### src/rtl/dev_err_report.sv
module dev_err_report #(
  parameter int SRC_W = 16,
  parameter int ST_W = 32,
  parameter logic [ST_W-1:0] COR_SUP = 32'h0000_F1C1,
  parameter logic [ST_W-1:0] UNC_SUP = 32'h03FF_F030,
  parameter logic [ST_W-1:0] SEV_RST = 32'h0046_2030,
  parameter int ADV_POS = 13,
  parameter int HLO_POS = 15
) (
  input  logic             clk,
  input  logic             rst_n,
  input  logic             ev_valid,
  output logic             ev_ready,
  input  logic [ST_W-1:0]  ev_status,
  input  logic             ev_cor,
  input  logic             ev_adv,
  input  logic             ev_ur,
  input  logic [SRC_W-1:0] ev_src,
  input  logic [ST_W-1:0]  cor_mask,
  input  logic [ST_W-1:0]  unc_mask,
  input  logic             sev_we,
  input  logic [ST_W-1:0]  sev_wdata,
  input  logic             serr_en,
  input  logic             cor_rep_en,
  input  logic             nf_rep_en,
  input  logic             fat_rep_en,
  input  logic             ur_rep_en,
  input  logic [3:0]       dev_clr,
  input  logic [ST_W-1:0]  cor_clr,
  input  logic [ST_W-1:0]  unc_clr,
  output logic [3:0]       dev_sts,
  output logic [ST_W-1:0]  cor_sts,
  output logic [ST_W-1:0]  unc_sts,
  output logic             msg_valid,
  input  logic             msg_ready,
  output logic [1:0]       msg_sev,
  output logic [SRC_W-1:0] msg_src,
  output logic             log_req,
  output logic [ST_W-1:0]  log_bit,
  output logic [SRC_W-1:0] log_src,
  input  logic             log_full
);

  localparam logic [ST_W-1:0] ONE_BIT = {{(ST_W-1){1'b0}}, 1'b1};
  localparam logic [ST_W-1:0] ADV_BIT = ONE_BIT << ADV_POS;
  localparam logic [ST_W-1:0] HLO_BIT = ONE_BIT << HLO_POS;
  localparam logic [1:0] SEV_COR = 2'd0;
  localparam logic [1:0] SEV_NF  = 2'd1;
  localparam logic [1:0] SEV_FAT = 2'd2;

  logic [ST_W-1:0]  sev_q, cur_st, bits, cbit, cset, uset;
  logic [SRC_W-1:0] cur_src, ovf_src;
  logic             ovf_pend, inj, go, one, do_ev;
  logic             cur_cor, cur_adv, cur_ur;
  logic             fatal, adv, cor_path, unc_reg, unc_hit, cor_hit, log_need, send;
  logic [1:0]       sev_code;
  logic [3:0]       dset;

  assign ev_ready = ~msg_valid & ~ovf_pend;
  assign inj      = ovf_pend & ~msg_valid;
  assign go       = (ev_valid & ev_ready) | inj;

  assign cur_st  = inj ? HLO_BIT : ev_status;
  assign cur_cor = inj | ev_cor;
  assign cur_adv = ~inj & ev_adv;
  assign cur_ur  = ~inj & ev_ur;
  assign cur_src = inj ? ovf_src : ev_src;

  assign bits  = cur_st & (cur_cor ? COR_SUP : UNC_SUP);
  assign one   = ($countones(bits) == 1);
  assign do_ev = go & one;

  assign fatal    = ~cur_cor & (|(bits & sev_q));
  assign adv      = ~cur_cor & ~fatal & cur_adv;
  assign cor_path = cur_cor | adv;
  assign unc_reg  = ~cur_cor & ~adv;
  assign cbit     = cur_cor ? bits : ADV_BIT;
  assign unc_hit  = |(bits & unc_mask);
  assign cor_hit  = |(cbit & cor_mask);
  assign log_need = ~cur_cor & ~unc_hit;

  always_comb begin
    send     = 1'b0;
    sev_code = SEV_COR;
    if (cor_path) begin
      send = ~cor_hit & cor_rep_en & ~(cur_ur & ~ur_rep_en);
    end else begin
      sev_code = fatal ? SEV_FAT : SEV_NF;
      send = ~unc_hit & ~(cur_ur & ~ur_rep_en & ~serr_en) &
             (serr_en | (fatal ? fat_rep_en : nf_rep_en));
    end
  end

  assign dset = {cur_ur, unc_reg & fatal, unc_reg & ~fatal, cor_path};
  assign cset = cor_path ? cbit : '0;
  assign uset = cur_cor ? '0 : bits;

  always_ff @(posedge clk or negedge rst_n) begin
    if (!rst_n) begin
      dev_sts <= '0;
      cor_sts <= '0;
      unc_sts <= '0;
      sev_q   <= SEV_RST;
    end else begin
      dev_sts <= (dev_sts & ~dev_clr) | (do_ev ? dset : 4'b0);
      cor_sts <= (cor_sts & ~cor_clr) | (do_ev ? cset : '0);
      unc_sts <= (unc_sts & ~unc_clr) | (do_ev ? uset : '0);
      if (sev_we) sev_q <= sev_wdata & UNC_SUP;
    end
  end

  always_ff @(posedge clk or negedge rst_n) begin
    if (!rst_n) begin
      msg_valid <= 1'b0;
      msg_sev   <= SEV_COR;
      msg_src   <= '0;
    end else if (do_ev & send) begin
      msg_valid <= 1'b1;
      msg_sev   <= sev_code;
      msg_src   <= cur_src;
    end else if (msg_ready) begin
      msg_valid <= 1'b0;
    end
  end

  always_ff @(posedge clk or negedge rst_n) begin
    if (!rst_n) begin
      log_req  <= 1'b0;
      log_bit  <= '0;
      log_src  <= '0;
      ovf_pend <= 1'b0;
      ovf_src  <= '0;
    end else begin
      log_req <= do_ev & log_need;
      if (do_ev & log_need) begin
        log_bit <= bits;
        log_src <= cur_src;
      end
      if (inj) begin
        ovf_pend <= 1'b0;
      end else if (do_ev & log_need & log_full) begin
        ovf_pend <= 1'b1;
        ovf_src  <= cur_src;
      end
    end
  end

endmodule

### config.mk
export PLATFORM = sky130hd
export DESIGN_NAME = dev_err_report
export DESIGN_NICKNAME = d
export VERILOG_FILES = /design/src/rtl/dev_err_report.sv
export SDC_FILE = /design/constraint.sdc
export NUM_CORES = 1
export LEC_CHECK = 0
export ABC_AREA = 0
export ABC_CLOCK_PERIOD_IN_PS = 7700
export BUFFER_PORTS_ARGS = -buffer_cell sky130_fd_sc_hd__buf_2
export CORE_AREA = 2 2 142 144
export DETAILED_ROUTE_END_ITERATION = 10
export DIE_AREA = 0 0 144 146
export PLACE_DENSITY = 0.66
export SLEW_MARGIN = 20
export SYNTH_ARGS = -nofsm -noshare
export SYNTH_HDL_FRONTEND = slang
export SYNTH_SLANG_ARGS = --single-unit
### constraint.sdc
create_clock -name clk -period 7.7 [get_ports clk]
set_input_delay 0.77 -clock clk [delete_from_list [all_inputs] [get_ports clk]]
set_output_delay 0.77 -clock clk [all_outputs]
set_load 0.005 [all_outputs]
# After elaboration in Yosys (flattened, before gate mapping)
# Index checks and enable logic that the tools add are counted.
# word_totals
output_inout_bits,137
elab_cells,118
register_bits,169
# classes
n_reduce_logical,6
mux,17
add_sub_neg,31
n_bitwise,51
eq_ne,1
# op_table
cell,count
$mux 32,6
$and 32x32->32,4
$reduce_or 32->1,3
$and 32x26->32,2
$not 32->32,2
$or 32x32->32,2
$add 1x1->2,16
$mux 26,1
$add 2x2->3,8
$and 1x1->1,22
$add 3x3->4,4
$mux 16,1
$not 1->1,12
$add 4x4->5,2
$add 5x5->6,1
$eq 6x1->1 const B,1
$mux 1,6
$and 4x4->4,1
$mux 2,2
$mux 4,1
$not 4->4,1
$or 1x1->1,4
$or 4x4->4,1
$reduce_bool 2->1,2
$reduce_and 2->1,1

# Longest topological paths before layout
# Gate-level depths: netlist (run 1).
# logic_depth
depth_word,16
ltp_mapped,24
ltp_nobuf,19

# Least setup slack after synthesis (run 1)
# OpenSTA, ideal clock, no wires.
# synth_path
path_type,reg-to-reg
start,register msg_valid
end,register msg_src[10]
setup_slack_ns,1.082
required_ns,7.575
path_stages_with_launch,22
arrival_time_ns,6.493
path_buffers,3
setup_time_ns,0.125
cell_sequence,dfrtp_1 -> nor2b_1 -> clkbuf_1 -> clkbuf_1 -> nor2_1 -> fa_1 -> fa_1 -> fa_1 -> inv_1 -> fa_1 -> inv_1 -> fa_1 -> inv_1 -> ha_1 -> fa_1 -> or4b_4 -> a211oi_2 -> nand2_1 -> and4b_1 -> o2bb2ai_2 -> buf_6 -> mux2_2
# synth_via
elab_chain_cells,14
elab_cells_between_ends,73
# synth_rtl
item,line_no,source
"start, declared",34,"output logic msg_valid,"
"start signal, assigned",114,msg_valid <= 1'b0;
"start signal, assigned",118,msg_valid <= 1'b1;
"start signal, assigned",122,msg_valid <= 1'b0;
$not 1->1 (*),"59, 60",
branches (longest 13 deep; another with $add 5x5->6),-,
"end signal, assigned",120,msg_src <= cur_src;
"end, declared",37,"output logic [SRC_W-1:0] msg_src,"
# Mark *: on every way between the ends.
# A chain may end at the register's enable or synchronous reset.

# Worst setup path in the final report (run 1)
# layout_path
start,register msg_valid
end,register log_src[15]
# layout_via
elab_chain_cells,13
elab_cells_between_ends,49
# layout_rtl
item,line_no,source
$not 1->1 (*),60,assign inj = ovf_pend & ~msg_valid;
$and 1x1->1 (*),60,
$or 1x1->1,64,assign cur_cor = inj | ev_cor;
$mux 26,69,assign bits = cur_st & (cur_cor ? COR_SUP : UNC_SUP);
$and 32x26->32 (*),69,
named net bits[21],51,"logic [ST_W-1:0] sev_q, cur_st, bits, cbit, cset, uset;"
$add 1x1->2 (implied by the code),70,assign one = ($countones(bits) == 1);
$add 2x2->3 (implied by the code),70,
$add 3x3->4 (implied by the code),70,
$add 4x4->5 (implied by the code),70,
$add 5x5->6 (implied by the code),70,
$eq 6x1->1,70,
$and 1x1->1,71,assign do_ev = go & one;
$and 1x1->1 (*),135,if (do_ev & log_need) begin
"end signal, assigned",137,log_src <= cur_src;
"end, declared",40,"output logic [SRC_W-1:0] log_src,"
# Mark *: on every way through the listed nets, which the timed path passes. The rest lies on a longest branch.

==> key figures, run 1 <==
Finish
  • Fill cells: approximately 1.9k
  • Area Growth Syn to Fin: 33.29%
  • Layout net count: between 1k and 1.5k
  • Area of combinational cells with multiple inputs: between 0.002 and 0.003 mm²
  • Fraction of final layout cells sized beyond drive strength 1: a little over two fifths
  • Footprint of the flip-flops and latches: roughly 0.0039 mm²

Placement
  • Port bufs: between 200 and 300
  • Routability cong.: around 0.84
  • Final HPWL DP: approximately 16 mm

Timing
  • Slew HR: 38.41%
  • Setup violation total in the final timing report: 0
  • Max-slew violations: 0
  • Measured slew at the worst slew-check pin: 0.9238 ns
  • Final hold violation count: 0
  • Time the worst path needs with I/O delays and setup: between 6 and 7 ns
  • Post-route fraction of the period consumed by the critical path: 90.49%
  • Worst hold margin: around 0.4 ns
  • Fmax achieved: between 100 and 150 MHz
  • Worst Skew: about 0.0074 ns
  • Setup_tns: 0 ns
  • Unrepaired setup endpoints after global routing: no

GRT
  • Busiest grt layer: met2
  • Total routing usage reported by global routing: 20.63%
  • Wire length of the first global-routing pass: ~32 mm
  • GRT met1 Usage: between 20 and 30%
  • Met2 usage in global routing: about a third
  • Initial antenna violation count: 6
  • Met3 layer usage reported by global route: approximately 6.8%
  • Maximum number of pins on one net before global-route repair: 86
  • Overall overflow remaining after global route: 0
  • Number of global-route vias before repair: 5700

Clock network
  • Post-CTS setup buffer count: 0
  • CTS Sinks: ~160
  • Clock input transition at the sequential cells of the worst setup and hold paths: ~0.070 ns
  • Clock Root Buffer: sky130_fd_sc_hd__clkbuf_16
  • Hold buffer count at CTS: 0
  • CTS tree: done
  • Clock buffers created by TritonCTS: 17
  • Maximum clock insertion buffer count: 2
  • Total number of H-tree levels: 4
  • Worst skew pair latency: 0.42 ns
  • Resized Gates After CTS: 0

Worst setup path
  • Endpoint arrival time on the critical path: just over 7 ns
  • R2r setup slk: approximately 0.73 ns
  • Start-to-end type of the worst setup path: reg2reg
  • Start of the worst register-to-register path: msg_valid$_DFFE_PN0P_
  • FF-to-FF End: log_src[15]$_DFFE_PN0P_
  • Worst reg-to-reg path cell count: 18
  • Kind of capture point of the worst setup path: register
  • Required time of the worst setup path: 8.00 ns
  • Highest net fanout along the worst path: 13
  • Startpoint Class: register
  • Endpoint of the worst setup timing path: log_src[15]$_DFFE_PN0P_
  • Startpoint of the worst setup timing path: msg_valid$_DFFE_PN0P_

Power and ir drop
  • Share of total power in combinational logic: between 20% and 30%
  • Clock Power Share: 35.7%
  • Static Leak: 0.005217 µW
  • Worst-case vdd ir drop: 150.3 µV
  • Internal power contribution: approximately 1700 µW
  • Fraction of power spent switching nets: between 20% and 30%
  • Sequential share of power: 41.9%
  • Total power divided by cell area: roughly 260 mW/mm²
  • Switching power summed over all nets: between 600 and 700 µW
  • Final Total Pwr: 2381 µW

Logic synthesis
  • Area fraction of the dominant cell type after synthesis: a little over half
  • Avg Synthesized Cell Area: ~11 µm²
  • Synth warnings: 0
  • Seq cells post-synth: about 160
  • Number of enable-type register cells in the synthesized netlist: 0
  • Top post-synthesis cells by area: sky130_fd_sc_hd__dfrtp_1, sky130_fd_sc_hd__mux2_2, sky130_fd_sc_hd__nand2_1
  • Leading register cell type out of synthesis: sky130_fd_sc_hd__dfrtp_1
  • Top cell types by occurrence after synthesis: sky130_fd_sc_hd__dfrtp_1, sky130_fd_sc_hd__nand2_1, sky130_fd_sc_hd__inv_1, sky130_fd_sc_hd__mux2_2, sky130_fd_sc_hd__nor2b_1
  • Largest area contributor in the synthesized netlist: sky130_fd_sc_hd__dfrtp_1
  • Sequential fraction of the synthesis area: a little under three fifths
  • Synth unique cells: 52
  • Library cell with the highest instance count after synthesis: sky130_fd_sc_hd__dfrtp_1
  • Async S/R FF share, synth: between 90% and 100%
  • Cells after Synth: ~610
  • Mapped Area: ~0.007 mm²

Floorplan
  • Number of placed I/O pins: about 360
  • Die span in y: between 100 and 150 µm
  • Initial Util: between 30 and 40%
  • Cell Rows: between 50 and 60
  • Area of the placeable core: 0.01933 mm²
  • Full die area: 0.02102 mm²
  • Width of the die: 144 µm

Routing
  • Average wire per cell in the routed design: approximately 18 µm
  • Antenna-violating nets left: 0
  • DRC viols: 0
  • Vias after detailed routing: roughly 5.5k
  • Detailed Route WL: 21.04 mm
  • First drt pass iteration count: 5
  • Vias per inst: roughly 4.7
  • Number of DRC violations after detailed-routing iteration 0: around 240

Run status
  • Run status: finished, final reports clean

Min path
  • Worst hold path class: in2async

Run
  • Max_cap viols: 0
## state kept, by name, summed over array words and instances (netlist names), 2 cells and up
| signal | flops |
|---|---|
| sev_q | 16 |
| log_src | 16 |
| log_bit | 20 |
| ovf_src | 16 |
| unc_sts | 32 |
| msg_src | 16 |
| cor_sts | 32 |
| dev_sts | 4 |
| msg_sev | 2 |
## cell type report
class                      instances  area share [%]
sequential                       157           42.36
multi-input combinational        384           29.11
timing repair buffer             300           16.63
clock buffer                      19           4.659
tap                              265           3.568
inverter                          48           1.939
clock inverter                    13           1.656
antenna                            3         0.08079
## cells by family after synthesis
| group | synth area share [%] |
|---|---|
| other | 0.05379 |
| adders and majority gates | 5.169 |
| buffers and inverters | 5.384 |
| DFF | 56.46 |
| and+or+nand+nor | 14.50 |
| AOI/OAI and AO/OA | 6.712 |
| muxes | 11.72 |
## metrics by stage
| step | cell area [µm²] | setup WS, ns | cells | util (%) |
|---|---|---|---|---|
| 4_1_cts | 9285 | 0.7462 | 1186 | 48.02 |
| 6_report | 9293 | 0.7326 | 1189 | 48.06 |
| 2_1_floorplan | 7013 | 1.082 | 622 | - |
| 5_1_grt | 9293 | 0.4579 | 1189 | 48.06 |
| 3_3_place_gp | 8698 | 0.6366 | 1154 | 44.99 |
| 3_5_place_dp | 8698 | 0.6124 | 1154 | 44.99 |
## critical path, cell delays in order, from the launching register on
cell and delay, ns:
sky130_fd_sc_hd__dfrtp_1 0.45, sky130_fd_sc_hd__nand2b_1 0.37, sky130_fd_sc_hd__and3_1 0.32, sky130_fd_sc_hd__fa_1 0.54, sky130_fd_sc_hd__inv_1 0.05, sky130_fd_sc_hd__fa_1 0.46, sky130_fd_sc_hd__fa_1 0.56, sky130_fd_sc_hd__inv_1 0.05
sky130_fd_sc_hd__fa_1 0.47, sky130_fd_sc_hd__inv_1 0.04, sky130_fd_sc_hd__fa_1 0.47, sky130_fd_sc_hd__inv_1 0.04, sky130_fd_sc_hd__ha_1 0.21, sky130_fd_sc_hd__fa_1 0.50, sky130_fd_sc_hd__or4b_4 0.55, sky130_fd_sc_hd__or4_4 0.50
sky130_fd_sc_hd__or3_2 0.65, sky130_fd_sc_hd__buf_4 0.29, sky130_fd_sc_hd__mux2_1 0.33
## power groups by stage
stage               registers [µW]  clock network, µW  logic, µW
finish                         998                851        532
CTS                            999                875        539
global placement              1010                  0        529
global route                  1010                910        602
floorplan                     1020                  0        278
detailed placement            1010                  0        536
## how the worst min path moves through the flow
stage,start,endpoint,slack [ns],cells after the start
floorplan,log_bit[16]$_DFFE_PN0P_,log_bit[16]$_DFFE_PN0P_,0.46,2
global placement,log_bit[16]$_DFFE_PN0P_,log_bit[16]$_DFFE_PN0P_,0.45,2
detailed placement,log_bit[16]$_DFFE_PN0P_,log_bit[16]$_DFFE_PN0P_,0.45,2
CTS,rst_n,cor_sts[10]$_DFF_PN0_,0.43,1
global route,rst_n,cor_sts[10]$_DFF_PN0_,0.45,1
finish,rst_n,cor_sts[10]$_DFF_PN0_,0.40,1
## layout by cell type, fill, tap and decap left out, types with 6 or more instances in the layout
cell type,n
sky130_fd_sc_hd__a22oi_1,6
sky130_fd_sc_hd__and2_1,6
sky130_fd_sc_hd__and3_1,9
sky130_fd_sc_hd__buf_2,284
sky130_fd_sc_hd__buf_4,15
sky130_fd_sc_hd__clkbuf_16,17
sky130_fd_sc_hd__conb_1,12
sky130_fd_sc_hd__dfrtp_1,151
sky130_fd_sc_hd__dfstp_2,6
sky130_fd_sc_hd__fa_1,13
sky130_fd_sc_hd__ha_1,8
sky130_fd_sc_hd__inv_1,48
sky130_fd_sc_hd__mux2_2,44
sky130_fd_sc_hd__mux2_4,15
sky130_fd_sc_hd__nand2_1,128
sky130_fd_sc_hd__nor2_1,8
sky130_fd_sc_hd__nor2b_1,41
sky130_fd_sc_hd__o21ai_0,24
sky130_fd_sc_hd__o22ai_1,8
## per-layer routing
metal	vias up	wire length, µm	share of wire (%)
met4	6	361	1.7
li1	2596	-	-
met2	243	9744	46
met3	28	1808	8.6
met1	2656	9090	43
met5	-	34	0.16
(Power assumes the default switching activity.)
==> inputs of run 2 (changes only) <==
--- a/config.mk
+++ b/config.mk
@@ -12,6 +12,7 @@
 export DETAILED_ROUTE_END_ITERATION = 10
 export DIE_AREA = 0 0 144 146
 export PLACE_DENSITY = 0.66
+export REMOVE_ABC_BUFFERS = 1
 export SLEW_MARGIN = 20
 export SYNTH_ARGS = -nofsm -noshare
 export SYNTH_HDL_FRONTEND = slang
==> key figures, run 2 (synthesized netlist as in run 1, its figures left out) <==
Finish
  • Final standard cell utilization of the core: 48.07%
  • Most frequent cells in the layout: sky130_fd_sc_hd__buf_2, sky130_fd_sc_hd__dfrtp_1, sky130_fd_sc_hd__nand2_1, sky130_fd_sc_hd__inv_1, sky130_fd_sc_hd__mux2_2
  • Layout net count: ~1.2k
  • Area of combinational cells with multiple inputs: 0.002705 mm²
  • Largest registers in the final layout: cor_sts x32, unc_sts x32, log_bit x20
  • Fraction of final layout cells sized beyond drive strength 1: a little over two fifths
  • Most frequent standard cell in the layout excluding fill and tap cells: sky130_fd_sc_hd__buf_2
  • Area Growth Syn to Fin: 33.31%
  • Footprint of the flip-flops and latches: a little under 0.004 mm²
  • Fill cells: ~1.8k

Routing
  • Number of DRC violations after detailed-routing iteration 0: approximately 240
  • Antenna-violating nets left: 0
  • Detailed Route WL: 21.09 mm
  • DRC viols: 0
  • Vias per inst: approximately 4.6
  • First drt pass iteration count: 4
  • Average wire per cell in the routed design: 17.76 µm
  • Vias after detailed routing: 5510

Timing
  • Time the worst path needs with I/O delays and setup: 6.941 ns
  • Max-slew violations: 0
  • Post-route fraction of the period consumed by the critical path: between 90 and 100%
  • Setup violation total in the final timing report: 0
  • Crit path setup slack, layout: 0.7595 ns
  • Measured slew at the worst slew-check pin: between 0.7 and 0.8 ns
  • Fmax achieved: between 100 and 150 MHz
  • Worst Skew: between 0.007 and 0.008 ns
  • Final hold violation count: 0
  • Worst hold margin: 0.3360 ns
  • Slew HR: about 48%
  • Setup_tns: 0 ns
  • Unrepaired setup endpoints after global routing: no

Floorplan
  • Initial Util: 36.06%
  • Die span in y: approximately 150 µm
  • Full die area: roughly 0.021 mm²
  • Number of placed I/O pins: 363
  • Area of the placeable core: between 0.015 and 0.02 mm²
  • Cell Rows: 51
  • Width of the die: roughly 140 µm

Power and ir drop
  • Total power divided by cell area: approximately 260 mW/mm²
  • Static Leak: 0.005213 µW
  • Worst-case vdd ir drop: about 140 µV

Worst setup path
  • Slowest library cell on the worst path: sky130_fd_sc_hd__fa_1
  • Required time of the worst setup path: about 8 ns
  • Start-to-end type of the worst setup path: reg2reg
  • Cells along the critical path: nand2b_1 -> and3_1 -> fa_1 -> inv_1 -> fa_1 -> fa_1 -> inv_1 -> fa_1 -> inv_1 -> fa_1 -> inv_1 -> ha_1 -> fa_1 -> or4b_4 -> or4_4 -> or3_2 -> buf_4 -> nand3b_1 -> mux2i_1
  • Endpoint arrival time on the critical path: about 7.2 ns
  • Bufs and invs on worst path: 5
  • CP peak stage delay: 0.55 ns
  • Crit-path leading delay family: adder cells
  • Startpoint Class: register
  • Kind of capture point of the worst setup path: register
  • Highest net fanout along the worst path: 41
  • Library cell appearing most often on the critical path: sky130_fd_sc_hd__fa_1

GRT
  • Wire length of the first global-routing pass: approximately 32 mm
  • Initial antenna violation count: 5
  • Maximum number of pins on one net before global-route repair: a little over 80
  • Overall overflow remaining after global route: 0
  • Total routing usage reported by global routing: 20.13%
  • Number of global-route vias before repair: around 5.6k

Min path
  • Worst hold path class: in2async

Run
  • Max_cap viols: 0

Placement
  • Routability cong.: roughly 0.83
  • Final HPWL DP: ~16 mm
  • Port bufs: around 290
  • Worst-case setup slack after placement: ~0.57 ns

Clock network
  • Clock buffers created by TritonCTS: 17
  • Clock input transition at the sequential cells of the worst setup and hold paths: ~0.07 ns
  • Hold buffer count at CTS: 0
  • Post-CTS setup buffer count: 0
  • Total number of H-tree levels: 4
  • Clock Root Buffer: sky130_fd_sc_hd__clkbuf_16
  • Resized Gates After CTS: 0
  • CTS Sinks: about 160
  • Maximum clock insertion buffer count: 2
  • CTS tree: done
  • Worst skew pair latency: around 0.42 ns

Run status
  • Run status: finished, final reports clean
## run 2: cell types whose count changed in the layout (fill, tap and decap cells not counted), sizes merged
cell,previous run,this run
buf,300,296
diode,3,5
bufinv,2,1
clkbuf,19,18
clkinv,2,3
inv,53,54
## run 2: worst reg2reg max path: stages, from the launching register on
cell and delay, ns:
sky130_fd_sc_hd__dfrtp_1 0.44, sky130_fd_sc_hd__nand2b_1 0.35, sky130_fd_sc_hd__and3_1 0.31, sky130_fd_sc_hd__fa_1 0.54, sky130_fd_sc_hd__inv_1 0.05, sky130_fd_sc_hd__fa_1 0.47
sky130_fd_sc_hd__fa_1 0.55, sky130_fd_sc_hd__inv_1 0.05, sky130_fd_sc_hd__fa_1 0.49, sky130_fd_sc_hd__inv_1 0.05, sky130_fd_sc_hd__fa_1 0.49, sky130_fd_sc_hd__inv_1 0.05
sky130_fd_sc_hd__ha_1 0.21, sky130_fd_sc_hd__fa_1 0.50, sky130_fd_sc_hd__or4b_4 0.55, sky130_fd_sc_hd__or4_4 0.49, sky130_fd_sc_hd__or3_2 0.48, sky130_fd_sc_hd__buf_4 0.31
sky130_fd_sc_hd__nand3b_1 0.31, sky130_fd_sc_hd__mux2i_1 0.15
## run 2: worst paths after layout
| check | startpoint | to | slack [ns] | cells after the start |
|---|---|---|---|---|
| max | msg_valid$_DFFE_PN0P_ | msg_sev[0]$_DFFE_PN0P_ | 0.76 | 19 |
| min | rst_n | unc_sts[19]$_DFF_PN0_ | 0.34 | 1 |
| max reg2reg | msg_valid$_DFFE_PN0P_ | msg_sev[0]$_DFFE_PN0P_ | 0.76 | 19 |
| min reg2reg | log_bit[18]$_DFFE_PN0P_ | log_bit[18]$_DFFE_PN0P_ | 0.47 | 2 |
| max in group asynchronous | rst_n | sev_q[4]$_DFFE_PN1P_ | 6.19 | 3 |
| min in group clk | log_bit[18]$_DFFE_PN0P_ | log_bit[18]$_DFFE_PN0P_ | 0.47 | 2 |
## run 2: final cells by class
| class | count | share of cell area [%] |
|---|---|---|
| diodes | 5 | 0.1346 |
| clock buffers | 18 | 4.725 |
| clock inverters | 14 | 1.656 |
| inverters | 48 | 1.939 |
| multi-input cells | 384 | 29.11 |
| flip-flops and latches | 157 | 42.35 |
| well taps | 265 | 3.568 |
| repair buffers | 296 | 16.52 |
## run 2: stage by stage
step	area, µm²	cells	power (µW)
finish	9294	1187	2382
detailed placement	8661	1149	1567
global placement	8661	1149	1547
global route	9289	1185	2516
floorplan	6818	589	1286
CTS	9254	1181	2412
## run 2: layer usage
metal / share of wire, % / up-vias / GRT usage [%]
met2: 48 / 230 / 32.98
met5: 0.076 / - / 0
li1: - / 2602 / -
met4: 2.6 / 2 / 9.118
met1: 42 / 2643 / 24.92
met3: 6.7 / 33 / 5.133
## run 2: where the power goes
group / leakage, µW / switching [µW] / internal [µW]
logic: 0.00279 / 286 / 267
registers: 0.00214 / 56.3 / 940
clock network: 0.000278 / 367 / 467
total: 0.00521 / 709 / 1670
